--- src/rtl/spi_word_master_pkg.sv ---
package spi_word_master_pkg;
  // word index of each register (byte address bits 4:2)
  localparam logic [2:0] IDX_CTRL  = 3'd0;
  localparam logic [2:0] IDX_CFG   = 3'd1;
  localparam logic [2:0] IDX_TX    = 3'd2;
  localparam logic [2:0] IDX_RX    = 3'd3;
  localparam logic [2:0] IDX_CAUSE = 3'd4;
  localparam logic [2:0] IDX_MASK  = 3'd5;

  localparam int WORD_W = 16;

  // strobes from control to datapath
  typedef struct packed {
    logic load;    // capture tx word, begin transfer
    logic sample;  // rising SCK: take miso
    logic shift;   // falling SCK: advance mosi
    logic finish;  // last falling edge: publish rx word
  } spiStrobe_t;
endpackage

--- src/rtl/spi_sck_div.sv ---
module spi_sck_div #(
  parameter int HALF_DIV = 2
) (
  input  logic clk,
  input  logic rstN,
  input  logic run,
  output logic tick
);
  localparam int CNT_W = (HALF_DIV > 1) ? $clog2(HALF_DIV) : 1;
  localparam logic [CNT_W-1:0] LAST = CNT_W'(HALF_DIV - 1);

  logic [CNT_W-1:0] cnt;

  assign tick = run && (cnt == LAST);

  always_ff @(posedge clk) begin
    if (!rstN || !run) cnt <= '0;
    else if (cnt == LAST) cnt <= '0;
    else cnt <= cnt + 1'b1;
  end
endmodule

--- src/rtl/spi_ctrl.sv ---
module spi_ctrl
  import spi_word_master_pkg::*;
(
  input  logic       clk,
  input  logic       rstN,
  input  logic       txWr,
  input  logic       wide,
  input  logic       tick,
  output spiStrobe_t strb,
  output logic       busy,
  output logic       sck
);
  logic [4:0] bitsLeft;

  always_comb begin
    strb = '0;
    if (txWr && !busy) strb.load = 1'b1;
    if (busy && tick) begin
      if (!sck) strb.sample = 1'b1;
      else begin
        strb.shift = 1'b1;
        if (bitsLeft == 5'd1) strb.finish = 1'b1;
      end
    end
  end

  always_ff @(posedge clk) begin
    if (!rstN) begin
      busy     <= 1'b0;
      sck      <= 1'b0;
      bitsLeft <= '0;
    end else if (strb.load) begin
      busy     <= 1'b1;
      sck      <= 1'b0;
      bitsLeft <= wide ? 5'd16 : 5'd8;
    end else if (strb.sample) begin
      sck <= 1'b1;
    end else if (strb.shift) begin
      sck      <= 1'b0;
      bitsLeft <= bitsLeft - 1'b1;
      if (strb.finish) busy <= 1'b0;
    end
  end

  AST_SCK_IDLE_LOW: assert property (@(posedge clk) disable iff (!rstN)
    !busy |-> !sck);
  AST_FINISH_ENDS: assert property (@(posedge clk) disable iff (!rstN)
    strb.finish |=> (!busy && !sck));
  AST_BUSY_IGNORE: assert property (@(posedge clk) disable iff (!rstN)
    (busy && txWr && !strb.finish) |=> (busy && $stable(bitsLeft) || busy && bitsLeft == $past(bitsLeft) - 5'd1));
endmodule

--- src/rtl/spi_datapath.sv ---
module spi_datapath
  import spi_word_master_pkg::*;
#(
  parameter int ADDR_W = 5,
  parameter int NUM_CS = 8
) (
  input  logic              clk,
  input  logic              rstN,
  input  logic              regWrEn,
  input  logic              regRdEn,
  input  logic [ADDR_W-1:0] regAddr,
  input  logic [WORD_W-1:0] wdata,
  output logic [31:0]       regRdata,
  input  spiStrobe_t        strb,
  input  logic              miso,
  output logic              mosi,
  output logic              wide,
  output logic              txWr,
  output logic [NUM_CS-1:0] csN,
  output logic              irq
);
  logic [2:0]        wordIdx;
  logic              csEn, ready, maskBit, rxRead;
  logic [2:0]        csIdx;
  logic [WORD_W-1:0] txSh, rxSh, rxData;

  assign wordIdx = regAddr[4:2];
  assign txWr    = regWrEn && wordIdx == IDX_TX;
  assign rxRead  = regRdEn && wordIdx == IDX_RX;
  assign mosi    = txSh[WORD_W-1];

  always_ff @(posedge clk) begin
    if (!rstN) begin
      csEn <= 1'b0; csIdx <= '0; wide <= 1'b0; maskBit <= 1'b0;
    end else if (regWrEn) begin
      case (wordIdx)
        IDX_CTRL: begin csEn <= wdata[0]; csIdx <= wdata[4:2]; end
        IDX_CFG:  wide <= wdata[5];
        IDX_MASK: maskBit <= wdata[0];
        default: ;
      endcase
    end
  end

  always_ff @(posedge clk) begin
    if (!rstN) begin
      txSh <= '0; rxSh <= '0; rxData <= '0; ready <= 1'b0; irq <= 1'b0;
    end else begin
      irq <= ready && maskBit;
      if (strb.load) txSh <= wide ? wdata : {wdata[7:0], 8'h00};
      else if (strb.shift) txSh <= {txSh[WORD_W-2:0], 1'b0};
      if (strb.load) rxSh <= '0;
      else if (strb.sample) rxSh <= {rxSh[WORD_W-2:0], miso};
      if (strb.finish) begin
        rxData <= wide ? rxSh : {8'h00, rxSh[7:0]};
        ready  <= 1'b1;
      end else if (strb.load || rxRead) begin
        ready <= 1'b0;
      end
    end
  end

  for (genvar i = 0; i < NUM_CS; i++) begin : g_cs
    assign csN[i] = !(csEn && csIdx == 3'(i));
  end

  always_comb begin
    regRdata = '0;
    case (wordIdx)
      IDX_CTRL:  regRdata = {27'd0, csIdx, ready, csEn};
      IDX_CFG:   regRdata = {26'd0, wide, 5'd0};
      IDX_RX:    regRdata = {16'd0, rxData};
      IDX_CAUSE: regRdata = {31'd0, ready};
      IDX_MASK:  regRdata = {31'd0, maskBit};
      default:   regRdata = '0;
    endcase
  end

  AST_READY_CLR: assert property (@(posedge clk) disable iff (!rstN)
    strb.load |=> !ready);
  AST_IRQ_MASKED: assert property (@(posedge clk) disable iff (!rstN)
    irq |-> ($past(maskBit) && $past(ready)));
endmodule

--- src/rtl/spi_word_master.sv ---
module spi_word_master
  import spi_word_master_pkg::*;
#(
  parameter int ADDR_W   = 5,
  parameter int NUM_CS   = 8,
  parameter int HALF_DIV = 2
) (
  input  logic              clk,
  input  logic              rstN,
  input  logic              regWrEn,
  input  logic              regRdEn,
  input  logic [ADDR_W-1:0] regAddr,
  input  logic [31:0]       regWdata,
  output logic [31:0]       regRdata,
  output logic              sck,
  output logic              mosi,
  input  logic              miso,
  output logic [NUM_CS-1:0] csN,
  output logic              irq
);
  spiStrobe_t strb;
  logic busy, tick, wide, txWr;
  logic unusedBits;
  assign unusedBits = ^{regWdata[31:WORD_W], regAddr[1:0]};

  spi_sck_div #(.HALF_DIV(HALF_DIV)) u_div (
    .clk(clk), .rstN(rstN), .run(busy), .tick(tick));

  spi_ctrl u_ctrl (
    .clk(clk), .rstN(rstN), .txWr(txWr), .wide(wide), .tick(tick),
    .strb(strb), .busy(busy), .sck(sck));

  spi_datapath #(.ADDR_W(ADDR_W), .NUM_CS(NUM_CS)) u_dp (
    .clk(clk), .rstN(rstN), .regWrEn(regWrEn), .regRdEn(regRdEn),
    .regAddr(regAddr), .wdata(regWdata[WORD_W-1:0]), .regRdata(regRdata),
    .strb(strb), .miso(miso), .mosi(mosi), .wide(wide), .txWr(txWr),
    .csN(csN), .irq(irq));

  AST_ONE_CS: assert property (@(posedge clk) disable iff (!rstN)
    $onehot0(~csN));
endmodule

--- config.mk ---
export PLATFORM = sky130hd
export DESIGN_NAME = spi_word_master
export DESIGN_NICKNAME = d
export VERILOG_FILES = /design/src/rtl/spi_word_master_pkg.sv /design/src/rtl/spi_sck_div.sv /design/src/rtl/spi_ctrl.sv /design/src/rtl/spi_datapath.sv /design/src/rtl/spi_word_master.sv
export SDC_FILE = /design/constraint.sdc
export NUM_CORES = 1
export LEC_CHECK = 0
export ABC_AREA = 1
export BUFFER_PORTS_ARGS = -buffer_cell sky130_fd_sc_hd__buf_2
export CELL_PAD_IN_SITES_DETAIL_PLACEMENT = 1
export CELL_PAD_IN_SITES_GLOBAL_PLACEMENT = 2
export CORE_MARGIN = 5
export CORE_UTILIZATION = 28
export DETAILED_ROUTE_END_ITERATION = 12
export HOLD_SLACK_MARGIN = 0.06
export PLACE_DENSITY = 0.79
export SYNTH_ARGS = -nofsm -noshare
export SYNTH_HDL_FRONTEND = slang
export SYNTH_SLANG_ARGS = --single-unit
export TNS_END_PERCENT = 30
--- constraint.sdc ---
create_clock -name clk -period 1.74 [get_ports clk]
set_input_delay 0.174 -clock clk [delete_from_list [all_inputs] [get_ports clk]]
set_output_delay 0.174 -clock clk [all_outputs]
set_load 0.01 [all_outputs]
==> impl_metrics.env <==
export IMPL_wirelength_um=9080
export IMPL_clockBufferDepth=2
export IMPL_ff2ff_path_depth=4
export IMPL_muxShareOfSynthArea_pct=0
export IMPL_io_buffers=50
export IMPL_cp_slowest_cell="nor2_1"
export IMPL_syn_area_sq_mm=0.00319
export IMPL_cp_start_kind="flip-flop"
export IMPL_synth_top_family_by_area="simple AND/OR/NAND/NOR gates"
export IMPL_drt_iter0_drc=91
export IMPL_n_antenna_cell=0
export IMPL_finalSetupTns_ps=0
export IMPL_multi_input_area_sq_mm=0.00153
export IMPL_worst_pin_slew_ps=638
export IMPL_fin_area_sq_mm=0.00380
export IMPL_place_inst=633
export IMPL_wl_per_cell_um=14.0
export IMPL_status="finished clean"
export IMPL_rows=39
export IMPL_hold_buffers=0
export IMPL_synth_cell_type_count=33
export IMPL_die_h_um=117
export IMPL_ys_seq_elements=64
export IMPL_final_nets=546
export IMPL_root_buffer="clkbuf_16"
export IMPL_grt_usage_pct=13.5
export IMPL_clk_latency_ps=330
export IMPL_cts_num_sinks=64
export IMPL_avgSynthCellArea_sq_um=7.05
export IMPL_crit_fanout=12
export IMPL_powerDensity_mw_per_mm2=937
export IMPL_fillers=1444
export IMPL_synthCells=452
export IMPL_fin_cells=649
export IMPL_place_congestion=0.770
export IMPL_max_stage_delay_ps=510
export IMPL_setup_violations=0
export IMPL_drt_pre_antenna_iters=4
export IMPL_die_area_sq_mm=0.0136
export IMPL_yosys_area_share_adder_pct=0.785
export IMPL_grt_pass1_vias=2987
export IMPL_viasPerCell=4.65
export IMPL_crit_chain="nor2_1, nand3_2, nand3_1, o21ai_0"
export IMPL_hold_depth=3
export IMPL_final_antenna_net_count=0
export IMPL_hold_violations=0
export IMPL_synth_xor_area_share_pct=0.275
export IMPL_grt_max_degree=26
export IMPL_grt_ovfl_total=0
export IMPL_cp_end_kind="flip-flop"
export IMPL_cp_data_required_time_ps=1940
export IMPL_fmax_mhz=611
export IMPL_dpl_instance_area_sq_mm=0.00347
export IMPL_coreArea_sq_mm=0.0113
export IMPL_drive_above_1_share_pct=19.0
export IMPL_synth_seq_area_share_pct=40.2
export IMPL_relSlewSlack_pct=57.3
export IMPL_yosys_area_share_simple_pct=29.6
export IMPL_top_level_ports=85
export IMPL_cts_tree="done"
export IMPL_postCtsSetupRepairBufs=0
export IMPL_cp_arrival_ps=1840
export IMPL_htreeDepth=3
export IMPL_start_util_pct=28.3
export IMPL_critPathKind="flip-flop to flip-flop"
export IMPL_area_growth_pct=19.2
export IMPL_drv_cap=0
export IMPL_ir_worst_vdd_mv=0.418
export IMPL_whs_ps=122
export IMPL_cts_clk_slew_worst_paths_ps=50
export IMPL_worst_r2r_setup_slack_ps=100
export IMPL_hold_class="input port to flip-flop"
export IMPL_drc_errors=0
export IMPL_finalCritPeriodShare_pct=94.1
export IMPL_synth_compound_area_share_pct=14.8
export IMPL_finClkSkew_ps=7.97
export IMPL_drv_slew=0
export IMPL_dpl_hpwl_um=6180
export IMPL_min_period_ps=1640
export IMPL_ff_latch_area_sq_mm=0.00128
export IMPL_static_leakage_power_nw=1.65
export IMPL_die_x_um=117
export IMPL_antenna_found_initial=0
export IMPL_vias=3017
export IMPL_numCtsBuffers=9
export IMPL_grt_pass1_wl_um=14700
export IMPL_rsz0062_at_grt="false"
export IMPL_ys_warn_count=0
==> per-layer routing <==
layer | global-route usage, % | wire length, um | part of all wire [%]
met3 | 3.32 | 456 | 5.0
met1 | 17.4 | 4140 | 46
met2 | 22.5 | 4430 | 49
met4 | 3.90 | 57 | 0.63
met5 | 0 | 0 | 0
==> area by class of cell <==
| cell class | count | share of cell area [%] |
|---|---|---|
| Sequential cell | 64 | 33.7 |
| Inverter | 48 | 4.87 |
| Timing Repair Buffer | 59 | 8.36 |
| Clock buffer | 11 | 6.65 |
| Multi-Input combinational cell | 320 | 40.3 |
| Clock inverter | 4 | 1.42 |
| Tap cell | 143 | 4.71 |
==> path summary, 6_finish.rpt <==
kind                                         start               to
worst max register to register  u_ctrl.bitsLeft[2]  u_dp.rxData[10]
worst min-delay path                          miso     u_dp.rxSh[0]
worst min register to register      u_dp.rxData[6]   u_dp.rxData[6]
worst max-delay path            u_ctrl.bitsLeft[2]  u_dp.rxData[10]
==> cells by family (layout without fill, tap and decap cells) <==
logic type      Yosys count  count (layout)
simple gates            210             211
compound gates           90              90
buf+inv                  84             122
flops                    64              64
fa+ha+maj                 2               2
other cells               1              16
xor+xnor                  1               1
==> critical path, delay by kind of cell (launching register included) <==
kind             cells  cell delay [ps]
AO/OA/AOI/OAI        1              100
flip-flops           1              320
AND/OR/NAND/NOR      3             1100
==> timing repair <==
item / CTS / global route
resized for setup: 0 / 2
hold endpoints to repair: 0 / 0
endpoints found under the setup margin: 0 / 4
==> through the flow <==
step	setup slack, ps	total power, mW	util [%]
after CTS	143	3.61	33.5
after floorplan	456	1.70	-
after detailed placement	153	1.75	30.8
final	102	3.56	33.7
after global routing	1.02	3.71	33.7
after global placement	228	1.74	30.8
==> where the power goes <==
part | leakage (nW) | switching [mW] | total (mW) | internal, mW
logic | 0.987 | 0.150 | 0.217 | 0.0667
clock network | 0.144 | 0.664 | 1.84 | 1.18
registers | 0.517 | 0.0134 | 1.50 | 1.49
==> synth_stat cells <==
cell / instances / area, sq um
buf_6: 8 / 90.1
dfxtp_1: 64 / 1280
o221ai_1: 1 / 8.76
nor3_1: 2 / 10.0
clkinv_1: 1 / 3.75
o211ai_1: 1 / 7.51
nor2_8: 1 / 20.0
nand3_1: 43 / 215
xor2_1: 1 / 8.76
nand2_4: 3 / 33.8
ha_1: 2 / 25.0
inv_2: 2 / 7.51
inv_6: 1 / 8.76
clkbuf_1: 5 / 18.8
buf_4: 18 / 135
o21ai_2: 3 / 26.3
nor2_4: 1 / 11.3
nand3_4: 1 / 17.5
a21oi_1: 36 / 180
nand3_2: 2 / 20.0
o22ai_1: 4 / 25.0
nand2_1: 102 / 383
o21ai_0: 43 / 215
nor2_1: 49 / 184
nand4_2: 1 / 12.5
o21ai_1: 2 / 10.0
or2_2: 1 / 6.26
nand2_2: 2 / 12.5
inv_1: 44 / 165
buf_2: 5 / 25.0
conb_1: 1 / 3.75
nor3_2: 1 / 10.0
nor2_2: 1 / 6.26
==> placed cells by master, fill, tap and decap left out <==
cell and n:
inv_2 2, nand4_4 1, nor2_1 48, clkbuf_16 9
nor2_2 2, o22ai_1 4, buf_2 50, or2_2 1
a21oi_1 36, nand2_2 2, nand3_4 1, o21ai_0 43
buf_4 9, o21ai_2 3, clkinv_4 1, inv_1 44
ha_1 2, conb_1 16, nor2_4 1, nor3_1 2
nand3_2 3, nor3_2 1, o211ai_1 1, bufinv_16 1
inv_6 1, nand2_4 3, o221ai_1 1, nand3_1 43
o21ai_1 2, xor2_1 1, nand2_1 102, nor2_8 1
dfxtp_1 64, clkbuf_8 2, clkinvlp_4 2, clkinv_1 1
==> sequential cells by signal, indices dropped and copies added, names as in the netlist <==
signal and count:
u_ctrl.bitsLeft 5, u_ctrl.busy 1, u_ctrl.sck 1, u_div.cnt 1
u_dp.csEn 1, u_dp.csIdx 3, u_dp.irq 1, u_dp.maskBit 1
u_dp.ready 1, u_dp.rxData 16, u_dp.rxSh 16, u_dp.txSh 16
u_dp.wide 1
No activity file was read; power rests on OpenSTA's default activity.
